**config.mk**
```make
export PLATFORM = sky130hd
export DESIGN_NAME = reg_scoreboard
export DESIGN_NICKNAME = d
export VERILOG_FILES = /design/src/rtl/sb_pkg.sv /design/src/rtl/sb_flag_bank.sv /design/src/rtl/sb_hazard.sv /design/src/rtl/reg_scoreboard.sv
export SDC_FILE = /design/constraint.sdc
export NUM_CORES = 1
export LEC_CHECK = 0
export ABC_AREA = 1
export BUFFER_PORTS_ARGS = -buffer_cell sky130_fd_sc_hd__buf_2
export CAP_MARGIN = 15
export CORE_UTILIZATION = 25
export CTS_CLUSTER_DIAMETER = 200
export DETAILED_ROUTE_END_ITERATION = 6
export PLACE_DENSITY = 0.5
export RECOVER_POWER = 25
export SLEW_MARGIN = 20
export SYNTH_ARGS = -nofsm -noshare
export SYNTH_HDL_FRONTEND = slang
export SYNTH_SLANG_ARGS = --single-unit
```
**constraint.sdc**
```tcl
create_clock -name clk -period 4.7 [get_ports clk]
set_input_delay 0.94 -clock clk [delete_from_list [all_inputs] [get_ports clk]]
set_output_delay 0.94 -clock clk [all_outputs]
set_load 0.03 [all_outputs]
```
**src/rtl/sb_pkg.sv**
```systemverilog
package sb_pkg;
  localparam int SB_NREGS = 32;
  localparam int SB_IDX_W = $clog2(SB_NREGS);

  typedef enum logic [1:0] {
    KIND_INT  = 2'd0,
    KIND_LOAD = 2'd1,
    KIND_FP   = 2'd2,
    KIND_RSVD = 2'd3
  } op_kind_e;
endpackage

```
**src/rtl/sb_flag_bank.sv**
```systemverilog
module sb_flag_bank #(
  parameter int NREGS = 32,
  parameter int IDX_W = $clog2(NREGS)
) (
  input  logic             clk,
  input  logic             rst_n,
  input  logic             set_en,
  input  logic [IDX_W-1:0] set_idx,
  input  logic             clr_en,
  input  logic [IDX_W-1:0] clr_idx,
  output logic [NREGS-1:0] flags
);
  logic [NREGS-1:0] set_mask, clr_mask, flags_nx;

  // one-hot decode, bit 0 excluded from setting
  always_comb begin
    set_mask = '0;
    clr_mask = '0;
    if (set_en && set_idx != '0) set_mask[set_idx] = 1'b1;
    if (clr_en) clr_mask[clr_idx] = 1'b1;
  end

  // set takes priority over a clear of the same bit
  assign flags_nx = ((flags & ~clr_mask) | set_mask) & ~{{(NREGS-1){1'b0}}, 1'b1};

  always_ff @(posedge clk) begin
    if (!rst_n) flags <= '0;
    else        flags <= flags_nx;
  end

  p_zero_clear_r8: assert property (@(posedge clk) disable iff (!rst_n)
    !flags[0]);

  p_mark_r2: assert property (@(posedge clk) disable iff (!rst_n)
    (set_en && set_idx != '0) |=> flags[$past(set_idx)]);

  p_release_r3: assert property (@(posedge clk) disable iff (!rst_n)
    (clr_en && !(set_en && set_idx == clr_idx)) |=> !flags[$past(clr_idx)]);
endmodule

```
**src/rtl/sb_hazard.sv**
```systemverilog
module sb_hazard #(
  parameter int NREGS = 32,
  parameter int IDX_W = $clog2(NREGS)
) (
  input  logic [NREGS-1:0] busy,
  input  logic             valid,
  input  logic             rd_a_en,
  input  logic [IDX_W-1:0] src_a,
  input  logic             rd_b_en,
  input  logic [IDX_W-1:0] src_b,
  input  logic             wr_en,
  input  logic [IDX_W-1:0] dst,
  output logic             stall
);
  logic [2:0] hit;

  always_comb begin
    hit[0] = rd_a_en && busy[src_a];
    hit[1] = rd_b_en && busy[src_b];
    hit[2] = wr_en   && busy[dst];
    stall  = valid && (|hit);
  end
endmodule

```
**src/rtl/reg_scoreboard.sv**
```systemverilog
module reg_scoreboard
  import sb_pkg::*;
#(
  parameter int NREGS = SB_NREGS,
  parameter int IDX_W = $clog2(NREGS)
) (
  input  logic             clk,
  input  logic             rst_n,
  input  logic             iss_valid,
  input  logic [1:0]       iss_kind,
  input  logic             iss_rd_a_en,
  input  logic [IDX_W-1:0] iss_src_a,
  input  logic             iss_rd_b_en,
  input  logic [IDX_W-1:0] iss_src_b,
  input  logic             iss_wr_en,
  input  logic [IDX_W-1:0] iss_dst,
  input  logic             ld_done_valid,
  input  logic [IDX_W-1:0] ld_done_idx,
  input  logic             fp_done_valid,
  input  logic [IDX_W-1:0] fp_done_idx,
  output logic             stall,
  output logic [NREGS-1:0] sb_load_pend,
  output logic [NREGS-1:0] sb_fp_pend
);
  op_kind_e         kind;
  logic             accept, set_ld, set_fp;
  logic [NREGS-1:0] ld_clr_mask, fp_clr_mask, busy_eff;

  assign kind   = op_kind_e'(iss_kind);
  assign accept = iss_valid && !stall;
  assign set_ld = accept && iss_wr_en && (kind == KIND_LOAD);
  assign set_fp = accept && iss_wr_en && (kind == KIND_FP);

  // a completion in this cycle already releases its register
  always_comb begin
    ld_clr_mask = '0;
    fp_clr_mask = '0;
    if (ld_done_valid) ld_clr_mask[ld_done_idx] = 1'b1;
    if (fp_done_valid) fp_clr_mask[fp_done_idx] = 1'b1;
    busy_eff = (sb_load_pend & ~ld_clr_mask) | (sb_fp_pend & ~fp_clr_mask);
  end

  sb_flag_bank #(.NREGS(NREGS), .IDX_W(IDX_W)) u_load_bank (
    .clk(clk), .rst_n(rst_n),
    .set_en(set_ld), .set_idx(iss_dst),
    .clr_en(ld_done_valid), .clr_idx(ld_done_idx),
    .flags(sb_load_pend)
  );

  sb_flag_bank #(.NREGS(NREGS), .IDX_W(IDX_W)) u_fp_bank (
    .clk(clk), .rst_n(rst_n),
    .set_en(set_fp), .set_idx(iss_dst),
    .clr_en(fp_done_valid), .clr_idx(fp_done_idx),
    .flags(sb_fp_pend)
  );

  sb_hazard #(.NREGS(NREGS), .IDX_W(IDX_W)) u_hazard (
    .busy(busy_eff), .valid(iss_valid),
    .rd_a_en(iss_rd_a_en), .src_a(iss_src_a),
    .rd_b_en(iss_rd_b_en), .src_b(iss_src_b),
    .wr_en(iss_wr_en), .dst(iss_dst),
    .stall(stall)
  );

  p_single_cause_r10: assert property (@(posedge clk) disable iff (!rst_n)
    (sb_load_pend & sb_fp_pend) == '0);

  p_stall_no_mark_r9: assert property (@(posedge clk) disable iff (!rst_n)
    (stall || !iss_valid) |=>
      ((sb_load_pend & ~$past(sb_load_pend)) == '0) &&
      ((sb_fp_pend & ~$past(sb_fp_pend)) == '0));

  p_idle_no_stall_r9: assert property (@(posedge clk) disable iff (!rst_n)
    !iss_valid |-> !stall);
endmodule

```
Word level (Yosys, flattened, before mapping)
Index checks and enable logic that the tools add are counted.
W data, S select, Z words.
{ "word_totals": {"register_bits": 64, "latchBits": 0, "ram_bits": 0, "romBits": 0, "out_inout_bits": 65, "elab_cells": 53, "memories": 0} }
{ "op_classes": {"n_addsub": 0, "multipliers": 0, "n_div": 0, "magnitude_cmp": 8, "eq_ne": 2, "shift": 0, "n_mux": 16, "bitwise_logic": 7, "n_reduce_logical": 16} }
{ "ops": {"columns": ["cell", "count"], "rows": [
  ["$mux W32", 4],
  ["$or A32 B32 Y32", 3],
  ["$and A32 B32 Y32", 2],
  ["$not A32 Y32", 2],
  ["$lt A5 B6 Y1 const B", 5],
  ["$bmux W1 S5", 3],
  ["$demux W1 S5", 3],
  ["$ge A5 B1 Y1 const B", 3],
  ["$logic_and A1 B1 Y1", 13],
  ["$mux W1", 6],
  ["$reduce_bool A5 Y1", 1],
  ["$reduce_or A3 Y1", 1],
  ["$eq A2 B1 Y1 const B", 1],
  ["$eq A2 B2 Y1 const B", 1],
  ["$logic_not A1 Y1", 1]
]} }

Depth between registers and ports, before layout
Gate-level depths: netlist (run 1).
{ "depth": {"word_depth": 20, "ltp_mapped": 18, "depth_no_buf": 17} }

Modules after synthesis
Synthesis (run 1) repeated with hierarchy kept, for this count alone.
{ "hier_totals": {"cells_unflattened": 823, "hier_area_um2": 4713.3} }
{ "by_module_without_submodules": {"columns": ["module", "instances", "cells_each", "area_per_inst_um2", "seq_area_each_um2"], "rows": [
  ["sb_flag_bank (u_fp_bank)", 1, 203, 1425.1, 620.6],
  ["sb_flag_bank (u_load_bank)", 1, 203, 1421.4, 620.6],
  ["sb_hazard", 1, 230, 1073.5, 0.0],
  ["reg_scoreboard", 1, 187, 793.3, 0.0]
]} }

Worst setup path after synthesis (run 1)
OpenSTA, ideal clock, no wires.
{ "synth_timing": {"path_kind": "input -> output", "start": "in iss_src_b[0]", "end": "out stall", "arrival_ps": 2402, "required_time_ps": 3760, "path_slack_ps": 1358, "cell_stages": 13, "cell_sequence": "clkbuf_1 -> inv_1 -> buf_1 -> nand2_1 -> nand3_1 -> nand3_1 -> nand3_1 -> nand2_1 -> nand2_1 -> nand2_1 -> nor2_1 -> o21ai_0 -> inv_1"} }
{ "synth_between": {"elab_chain_len": 5} }
{ "synth_rtl": {"columns": ["element", "line", "source"], "rows": [
  ["start, declared", "reg_scoreboard.sv:14", "input logic [IDX_W-1:0] iss_src_b,"],
  ["$bmux W1 S5", "sb_hazard.sv:19", "hit[1] = rd_b_en && busy[src_b];"],
  ["$mux W1 (not written as such)", "sb_hazard.sv:19", null],
  ["$logic_and A1 B1 Y1", "sb_hazard.sv:19", null],
  ["$reduce_or A3 Y1", "sb_hazard.sv:21", "stall = valid && (|hit);"],
  ["$logic_and A1 B1 Y1", "sb_hazard.sv:21", null],
  ["end, declared", "reg_scoreboard.sv:21", "output logic stall,"]
]} }
Every way passes these cells. The select of a mux whose other input is x is not followed.

Worst setup path after layout (run 1)
{ "layout_timing": {"start": "in ld_done_idx[0]", "end": "out stall"} }
{ "layout_between": {"elab_chain_len": 13} }
{ "layout_rtl": {"columns": ["element", "line", "source"], "rows": [
  ["start, declared", "reg_scoreboard.sv:18", "input logic [IDX_W-1:0] ld_done_idx,"],
  ["$lt A5 B6 Y1 (not written as such) or $ge A5 B1 Y1 (tied branches)", "reg_scoreboard.sv:38", "if (ld_done_valid) ld_clr_mask[ld_done_idx] = 1'b1;"],
  ["$logic_and A1 B1 Y1 (not written as such)", "reg_scoreboard.sv:38", null],
  ["$mux W1 (not written as such)", "reg_scoreboard.sv:38", null],
  ["$demux W1 S5 *", null, null],
  ["$mux W32 *", "reg_scoreboard.sv:38", null],
  ["$not A32 Y32 *", "reg_scoreboard.sv:40", "busy_eff = (sb_load_pend & ~ld_clr_mask) | (sb_fp_pend & ~fp_clr_mask);"],
  ["$and A32 B32 Y32 *", "reg_scoreboard.sv:40", null],
  ["$or A32 B32 Y32 *", "reg_scoreboard.sv:40", null],
  ["$bmux W1 S5 (on tied branches)", "sb_hazard.sv:18, sb_hazard.sv:19, sb_hazard.sv:20", null],
  ["$mux W1 (on tied branches)", "sb_hazard.sv:18, sb_hazard.sv:19, sb_hazard.sv:20", null],
  ["$logic_and A1 B1 Y1 (on tied branches)", "sb_hazard.sv:18, sb_hazard.sv:19, sb_hazard.sv:20", null],
  ["$reduce_or A3 Y1 *", "sb_hazard.sv:21", null],
  ["$logic_and A1 B1 Y1 *", "sb_hazard.sv:21", null]
]} }
Mark *: on every way between the ends. The rest lies on a longest branch, timed or not. The select of a mux whose other input is x is not followed.

==> results of run 1 <==
[metrics by stage]
step / util / instance area [sq um] / total power (W) / hold slack (ps)
4_1_cts: 0.311 / 4740 / 0.00131 / 507
5_1_grt: 0.308 / 4700 / 0.00135 / 546
6_report: 0.308 / 4700 / 0.00131 / 516
3_5_place_dp: 0.294 / 4490 / 0.000734 / 498
3_3_place_gp: 0.294 / 4490 / 0.000736 / 495
2_1_floorplan: - / 3920 / 0.000677 / 614
[state kept, by name, indices dropped and copies added, names as in the netlist]
register / cells
u_load_bank.flags: 31
u_fp_bank.flags: 31
[cells by family after synthesis]
family                 Yosys count  share of synthesized area
AO/OA/AOI/OAI                  135                      0.178
buffers and inverters           88                     0.0981
flip-flops                      62                      0.317
other                            1                   0.000958
AND/OR/NAND/NOR                350                      0.406
[power breakdown]
part           switching [W]  internal (W)
clock network       0.000236      0.000349
registers        0.000000418      0.000527
logic               0.000157     0.0000431
total               0.000394      0.000919
[cell usage after synthesis]
master / n / area, sq um
o211ai_1: 1 / 7.51
o21ai_0: 44 / 220
nand3_2: 1 / 10.0
nand4_1: 62 / 388
buf_4: 2 / 15.0
inv_1: 49 / 184
nand3_1: 79 / 395
clkbuf_1: 15 / 56.3
conb_1: 1 / 3.75
nor2_1: 43 / 161
buf_6: 6 / 67.6
o22ai_1: 14 / 87.6
o21ai_1: 13 / 65.1
buf_1: 12 / 45.0
dfxtp_1: 62 / 1240
buf_2: 1 / 5.00
nor2_4: 1 / 11.3
a21oi_1: 63 / 315
nor3_1: 7 / 35.0
nand2_1: 157 / 589
inv_2: 3 / 11.3
[area by class of cell]
cell class              instances  area share
multi-input cells             487       0.488
flip-flops and latches         62       0.264
repair buffers                 98      0.0965
well taps                     211      0.0561
clock buffers                  10      0.0487
inverters                      52      0.0415
clock inverters                 5     0.00585
[worst max-delay path by stage]
stage	start	endpoint	slack, ps	cells after the start
after global routing	ld_done_idx[0]	stall	390	14
after floorplan	iss_src_b[0]	stall	1360	13
after detailed placement	ld_done_idx[1]	stall	680	14
after CTS	ld_done_idx[1]	stall	660	14
final	ld_done_idx[0]	stall	570	14
after global placement	ld_done_idx[1]	stall	670	14
[routing by layer]
layer / part of all wire / global-route usage / up-vias
met4: 0.018 / 0.0637 / 0
met5: 0 / 0 / -
met3: 0.082 / 0.0381 / 30
met2: 0.44 / 0.326 / 233
li1: - / - / 2345
met1: 0.45 / 0.299 / 2330
[worst register-to-register path, stage by stage, from the launching register on]
cell,delay [ps]
dfxtp_1,310
o21ai_0,100
nand2_1,240
o22ai_1,210
o21ai_0,160
nand2_1,130
nor2_1,50
nand3_1,90
nand2_1,110
nor2_4,80
buf_4,510
nand4_1,280
a21oi_1,180
==> metrics.yaml, run 1 <==
power_density_nw_per_um2: 279
p_leak_nw: 2.08
max_stage_delay_ps: 380
drv_slew: 0
fp.dieH_um: 127
setup_ws_ps: 568
max_slew.worst_pin.slew_ps: 1100
fin_crit_ps: 4130
drt-total-wl_um: 17200
whs_path_depth: 2
ys_seq_elements: 62
clk_latency_ps: 340
routabilityCongestion: 0.904
syn_area_sq_um: 3920
crit_fanout: 8
ant_nets: 0
layout-drive-gt1-share: 0.120
r2r-start: "u_load_bank.flags[1]"
critPathTopFamily: "simple AND/OR/NAND/NOR gates"
setup_violations: 0
die_area_sq_um: 16200
cts_setup_buffers: 0
layout.cells.non_filler: 925
first_pass_iters: 5
path_clk_slew_ps: 50
outcome: "finished clean"
diodes: 0
dp_hpwl_um: 12800
hold_path_end: "u_load_bank.flags[31]"
grt_pass1_wl_um: 26000
worstPathRequired_ps: 3760
reg2reg_depth: 12
period_share: 0.879
hold_start: "u_load_bank.flags[31]"
rsz0062_at_grt: "no"
yosysWarnings: 0
ys_types: 21
cts_tree: "built"
avgViaCountPerCell: 5.34
io_buffers: 97
grt_pass1_vias: 4561
hold_viol: 0
nFillCells: 1744
syn-instance-count: 636
hold_class: "reg -> reg"
syn_area_per_cell_sq_um: 6.16
worstSetupStartpointType: "input pin"
cts_num_sinks: 62
clock_path_buffers: 2
antenna_found_initial: 0
worstSetupPathType: "in -> out"
final_cell_mix: "nand2_1 (157), nand3_1 (79), buf_2 (66), a21oi_1 (63)"
core-area_sq_um: 15300
cp.arrival_ps: 3190
hold_buffers: 0
post-place-ws_ps: 679
reg2reg_to: "u_fp_bank.flags[28]"
cts_root_buf: "clkbuf_16"
cp-end-kind: "output port"
drt_iter0_markers: 535
regArea_sq_um: 1240
fmax_mhz: 242
slowest_stage: "nand3_1"
crit_chain: "buf_2 > inv_1 > nand3_1 > o21ai_0 > nand2_1 > o22ai_1 > o21ai_0 > nand2_1 > nor2_1 > nand3_1 > nand2_1 > o21ai_0 > inv_1 > buf_2"
fin_skew_ps: 7.80
cap_violations: 0
path_buf_inv: 4
multi_input_area_sq_um: 2290
grt_max_degree: 63
fp.dieW_um: 127
htree_levels: 3
rows: 45
routedWlPerCell_um: 18.6
nets: 745
relSlewSlack: 0.268
vias: 4938
fin_setup_tns_ps: 0
cts_resized: 0
area_growth_pct: 20.2
grt_use_total: 0.212
dp.cells: 910
gr-total-overflow: 0
start_util: 0.257
cts_buffers: 9
drc_errors: 0
layout_commonest_cell: "nand2_1"
ys_seq_area_frac: 0.317
reg2reg_slack_ps: 2160
ios: 100
ir_drop_uv: 137
Power figures use the tool's default switching activity.
==> run 2: changes to the inputs <==
--- a/config.mk
+++ b/config.mk
@@ -8,6 +8,7 @@
 export ABC_AREA = 1
 export BUFFER_PORTS_ARGS = -buffer_cell sky130_fd_sc_hd__buf_2
 export CAP_MARGIN = 15
+export CORE_ASPECT_RATIO = 0.8
 export CORE_UTILIZATION = 25
 export CTS_CLUSTER_DIAMETER = 200
 export DETAILED_ROUTE_END_ITERATION = 6
==> run 2 against run 1 <==
  * Combinational power is 2% higher
  * Critical path depth is 2 higher
  * Clock power is 22% higher
  * Sequential share of layout area is 0.44 points lower
  * Global-route usage is 1.1 points higher
  * Sequential power hardly changed
  * Final area is 1.7% higher
  * Via count is 0.20% higher
  * Maximum frequency is 1.5% higher
  * Largest cell class unchanged
==> metrics.yaml, run 2 (synthesis results as in run 1) <==
reg2reg_depth: 14  # +2
drc_errors: 0  # unchanged
reg2reg_slack_ps: 2550  # +390 ps
power_density_nw_per_um2: 303  # +8.5%
reg2reg_to: "u_load_bank.flags[26]"
p_leak_nw: 2.12  # +2.3%
gr-total-overflow: 0  # unchanged
cts_root_buf: "clkbuf_16"
layout-drive-gt1-share: 0.122  # +0.00106
grt_pass1_wl_um: 27000  # +3.8%
htree_levels: 3  # unchanged
area_growth_pct: 22.2
whs_path_depth: 2  # unchanged
drt_iter0_markers: 458  # -14%
drv_slew: 0  # unchanged
cts_tree: "built"
fin_skew_ps: 5.37  # -2.43 ps
regArea_sq_um: 1240  # unchanged
multi_input_area_sq_um: 2290  # unchanged
first_pass_iters: 5  # unchanged
cp-end-kind: "output port"
grt_use_total: 0.223  # +0.0110
setup_violations: 0  # unchanged
vias: 4948  # +0.20%
hold_path_end: "u_load_bank.flags[25]"
ir_drop_uv: 163  # +19%
clk_latency_ps: 330  # about the same
top_regs: "u_fp_bank.flags: 31 flops, u_load_bank.flags: 31 flops"
outcome: "finished clean"
final_cell_mix: "nand2_1 (157), nand3_1 (79), buf_2 (66), a21oi_1 (63)"
io_buffers: 97  # unchanged
hold_class: "reg -> reg"
max_slew.worst_pin.slew_ps: 1140  # +46.3 ps
dp_hpwl_um: 13100  # +2.3%
clock_path_buffers: 2  # unchanged
fmax_mhz: 246  # +1.5%
antenna_found_initial: 0  # unchanged
routedWlPerCell_um: 19.1  # +2.6%
cp.arrival_ps: 3130  # -60 ps
diodes: 0  # unchanged
relSlewSlack: 0.237  # -0.0306
fp.dieH_um: 114  # -10%
core-area_sq_um: 15200  # -0.62%
layout_commonest_cell: "nand2_1"
fin_crit_ps: 4070  # -62.4 ps
hold_start: "u_load_bank.flags[25]"
ant_nets: 0  # unchanged
hold_viol: 0  # unchanged
r2r-start: "u_load_bank.flags[27]"
die_area_sq_um: 16200  # about the same
crit_fanout: 7  # -1
grt_max_degree: 63  # unchanged
cts_num_sinks: 62  # unchanged
rows: 40  # -11%
hold_ws_ps: 516  # +0.0290 ps
cts_buffers: 9  # unchanged
cap_violations: 0  # unchanged
cts_resized: 0  # unchanged
drt-total-wl_um: 17600  # +2.7%
start_util: 0.258  # +0.00159
period_share: 0.866  # -0.0133
path_clk_slew_ps: 50  # about the same
worstSetupStartpointType: "input pin"
worstSetupPathType: "in -> out"
cts_setup_buffers: 0  # unchanged
worstPathRequired_ps: 3760  # about the same
routabilityCongestion: 0.929  # +2.7%
grt_pass1_vias: 4637  # +1.7%
avgViaCountPerCell: 5.34  # about the same
fp.dieW_um: 142  # +12%
hold_buffers: 0  # unchanged
fin_setup_tns_ps: 0  # unchanged
nets: 746  # +0.13%
ios: 100  # unchanged
nFillCells: 1741  # -0.17%
rsz0062_at_grt: "no"
==> run 2: changes by cell type in the layout (fill, tap and decap cells not counted) <==
cell	delta
bufinv_16	+2
clkinv_1	-2
inv_1	+2
buf_12	+1
clkbuf_1	+1
clkbuf_8	+1
clkinv_2	-1
clkinvlp_4	-1
inv_2	-1
==> run 2: through the flow <==
step / cell area [sq um] / setup slack (ps) / std cells / util / power (W)
5_1_grt: 4780 / 383 / 926 / 0.316 / 0.00150
4_1_cts: 4820 / 684 / 926 / 0.318 / 0.00145
3_3_place_gp: 4510 / 664 / 910 / 0.297 / 0.000743
3_5_place_dp: 4510 / 698 / 910 / 0.297 / 0.000739
6_report: 4780 / 630 / 926 / 0.316 / 0.00145
2_1_floorplan: 3920 / 1360 / 637 / - / 0.000677
==> run 2: worst max path at each step <==
stage,from,endpoint,cells past startpoint
detailed placement,ld_done_idx[1],stall,16
CTS,ld_done_idx[1],stall,16
finish,ld_done_idx[1],stall,16
global route,ld_done_idx[1],stall,16
global placement,ld_done_idx[1],stall,16
floorplan,iss_src_b[0],stall,13
==> run 2: power by group <==
part	internal, W	leakage, nW	switching, W
Clock	0.000477	0.157	0.000240
Sequential	0.000527	0.499	0.000000450
Combinational	0.0000473	1.47	0.000158
Total	0.00105	2.12	0.000398
==> run 2: cell type report <==
| type | count | area share |
|---|---|---|
| Timing Repair Buffer | 99 | 0.0991 |
| Clock inverter | 4 | 0.0146 |
| Inverter | 52 | 0.0411 |
| Tap cell | 210 | 0.0549 |
| Clock buffer | 12 | 0.0515 |
| Multi-Input combinational cell | 487 | 0.479 |
| Sequential cell | 62 | 0.259 |
==> run 2: per-layer routing <==
metal / share of wire / up-vias / GRT usage
li1: - / 2357 / -
met1: 0.47 / 2278 / 0.317
met4: 0.023 / 0 / 0.0731
met5: 0 / - / 0
met3: 0.091 / 32 / 0.0554
met2: 0.41 / 281 / 0.325
==> run 2: worst max-delay path, stage by stage <==
cell     delay (ps)
buf_2           120
inv_1            60
nand3_1         360
o21ai_0         380
nand2_1         190
nand2_1          90
nand3_1          90
nand2_1         110
nand2_1          60
nand3_1          80
nand3_1          70
nand3_1          80
nand2_1          90
o21ai_0         170
inv_1            50
buf_2           170
==> run 3: changes to the inputs <==
--- a/config.mk
+++ b/config.mk
@@ -8,7 +8,7 @@
 export ABC_AREA = 1
 export BUFFER_PORTS_ARGS = -buffer_cell sky130_fd_sc_hd__buf_2
 export CAP_MARGIN = 15
-export CORE_ASPECT_RATIO = 0.8
+export CORE_ASPECT_RATIO = 2
 export CORE_UTILIZATION = 25
 export CTS_CLUSTER_DIAMETER = 200
 export DETAILED_ROUTE_END_ITERATION = 6
==> run 3 against run 2 <==
  * Via count shrank 0.49%
  * Die area rose by 0.17%
  * Flip-flop and latch count did not move
  * Worst setup slack got worse by 100 ps
  * Total power shrank 3.6%
  * Hold slack lost 20 ps
  * Critical path depth unchanged
  * Core utilization fell by 0.44 points
  * Cell count is 1.1% lower
  * Register-to-register slack got worse by 110 ps
  * Count of clock-buffer cells in the layout fell by 2
  * Sequential power hardly changed
  * Critical endpoint unchanged
==> metrics.yaml, run 3 (synthesis results as in run 1) <==
outcome: "finished clean"
nets: 748  # +0.27%
cts_root_buf: "clkbuf_16"
antenna_found_initial: 0  # unchanged
cts_tree: "built"
worstSetupStartpointType: "input pin"
htree_levels: 3  # unchanged
cap_violations: 0  # unchanged
r2r-start: "u_load_bank.flags[29]"
io_buffers: 97  # unchanged
setup_violations: 0  # unchanged
worstPathRequired_ps: 3760  # about the same
gr-total-overflow: 0  # unchanged
hold_class: "reg -> reg"
fmax_mhz: 240  # -2.4%
die_area_sq_um: 16200  # +0.17%
grt_pass1_wl_um: 26900  # -0.20%
grt_use_total: 0.222  # -0.000712
ant_nets: 0  # unchanged
fin_area_sq_um: 4760  # -0.55%
startpoint: "ld_done_idx[1]"
hold_buffers: 0  # unchanged
drt_iter0_markers: 453  # -1.1%
post-place-ws_ps: 526  # -172 ps
p_leak_nw: 2.12  # about the same
period_share: 0.888  # +0.0217
cp.arrival_ps: 3230  # +100 ps
cp-end-kind: "output port"
ios: 100  # unchanged
fin_skew_ps: 7.36  # +1.99 ps
cts_num_sinks: 62  # unchanged
area_growth_pct: 21.5
p_sw_frac: 0.295  # +0.0202
reg2reg_depth: 14  # unchanged
drt-total-wl_um: 18300  # +3.6%
fp.dieW_um: 90.5  # -36%
worstSetupPathType: "in -> out"
reg2reg_to: "u_fp_bank.flags[21]"
first_pass_iters: 5  # unchanged
ir_drop_uv: 128  # -21%
top_regs: "u_fp_bank.flags: 31 flops, u_load_bank.flags: 31 flops"
hold_viol: 0  # unchanged
cts_resized: 0  # unchanged
cts_setup_buffers: 0  # unchanged
whs_path_depth: 2  # unchanged
layout-drive-gt1-share: 0.125  # +0.00384
power_frac_clock: 0.475  # -0.020
diodes: 0  # unchanged
relSlewSlack: 0.224  # -0.0133
routedWlPerCell_um: 20.0  # +4.8%
max_slew.worst_pin.slew_ps: 1160  # +21.2 ps
drc_errors: 0  # unchanged
fin_setup_tns_ps: 0  # unchanged
intPower_w: 0.000984  # -6.3%
dp_hpwl_um: 14000  # +7.3%
crit_end: "stall"
clk_latency_ps: 330  # about the same
vias: 4924  # -0.49%
final_cell_mix: "nand2_1 (157), nand3_1 (79), buf_2 (66), a21oi_1 (63)"
reg2reg_slack_ps: 2440  # -110 ps
power_density_nw_per_um2: 293  # -3.1%
fp.dieH_um: 179  # +57%
cts_buffers: 9  # unchanged
clock_path_buffers: 2  # unchanged
pwr-share-comb: 0.148  # +0.007
avgViaCountPerCell: 5.38  # +0.60%
seq_power_share: 0.377  # +0.013
layout_commonest_cell: "nand2_1"
rows: 64  # +60%
rsz0062_at_grt: "no"
setup_ws_ps: 528  # -102 ps
routabilityCongestion: 0.970  # +4.5%
dpl-instance-area_sq_um: 4510  # unchanged
grt_pass1_vias: 4719  # +1.8%
fin_crit_ps: 4170  # +102 ps
drv_slew: 0  # unchanged
core-area_sq_um: 15300  # +0.86%
grt_max_degree: 63  # unchanged
start_util: 0.256  # -0.00220
power.net_switching_w: 0.000412  # +3.4%
hold_ws_ps: 496  # -19.6 ps
crit_fanout: 7  # unchanged
path_clk_slew_ps: 60  # about the same
-- run 3: changes by cell type in the layout (fill, tap and decap cells not counted), sizes merged --
cell,before,now
buf,68,70
bufinv,2,1
clkbuf,43,41
clkinv,3,5
inv,51,52
-- run 3: worst min path at each step --
stage,to,slack (ps),start
floorplan,u_load_bank.flags[31],610,u_load_bank.flags[31]
global placement,u_fp_bank.flags[25],490,u_fp_bank.flags[25]
detailed placement,u_load_bank.flags[25],490,u_load_bank.flags[25]
CTS,u_load_bank.flags[25],500,u_load_bank.flags[25]
global route,u_load_bank.flags[25],540,u_load_bank.flags[25]
finish,u_load_bank.flags[25],500,u_load_bank.flags[25]
-- run 3: per-layer routing --
metal / vias up / part of all wire / GRT usage
met2: 197 / 0.54 / 0.427
met5: - / 0 / 0
li1: 2360 / - / -
met3: 53 / 0.043 / 0.0212
met4: 0 / 0.046 / 0.119
met1: 2314 / 0.37 / 0.234
-- run 3: per-stage QoR --
| stage | util | cells | total power, W |
|---|---|---|---|
| finish | 0.311 | 916 | 0.00140 |
| detailed placement | 0.295 | 900 | 0.000741 |
| CTS | 0.314 | 916 | 0.00139 |
| global placement | 0.295 | 900 | 0.000741 |
| floorplan | - | 637 | 0.000677 |
| global route | 0.311 | 916 | 0.00143 |
-- run 3: cell type report --
cell class	count	area [sq um]
Inverter	52	195
Timing Repair Buffer	101	489
Sequential cell	62	1240
Clock inverter	6	62.6
Tap cell	198	248
Clock buffer	10	229
Multi-Input combinational cell	487	2290
Fill cell	1773	10500
-- run 3: power groups by stage --
stage	registers [W]	clock network [W]	logic (W)
floorplan	0.000540	0	0.000137
global placement	0.000538	0	0.000203
detailed placement	0.000538	0	0.000203
CTS	0.000527	0.000665	0.000202
global route	0.000527	0.000683	0.000223
finish	0.000527	0.000663	0.000206
-- run 3: worst max-delay path: stages --
cell and delay (ps):
buf_2 120, inv_1 70, nand3_1 360, o21ai_0 370, nand2_1 240, nand2_1 110
nand3_1 80, nand2_1 100, nand2_1 50, nand3_1 90, nand3_1 110, nand3_1 100
nand2_1 90, o21ai_0 170, inv_1 50, buf_2 170
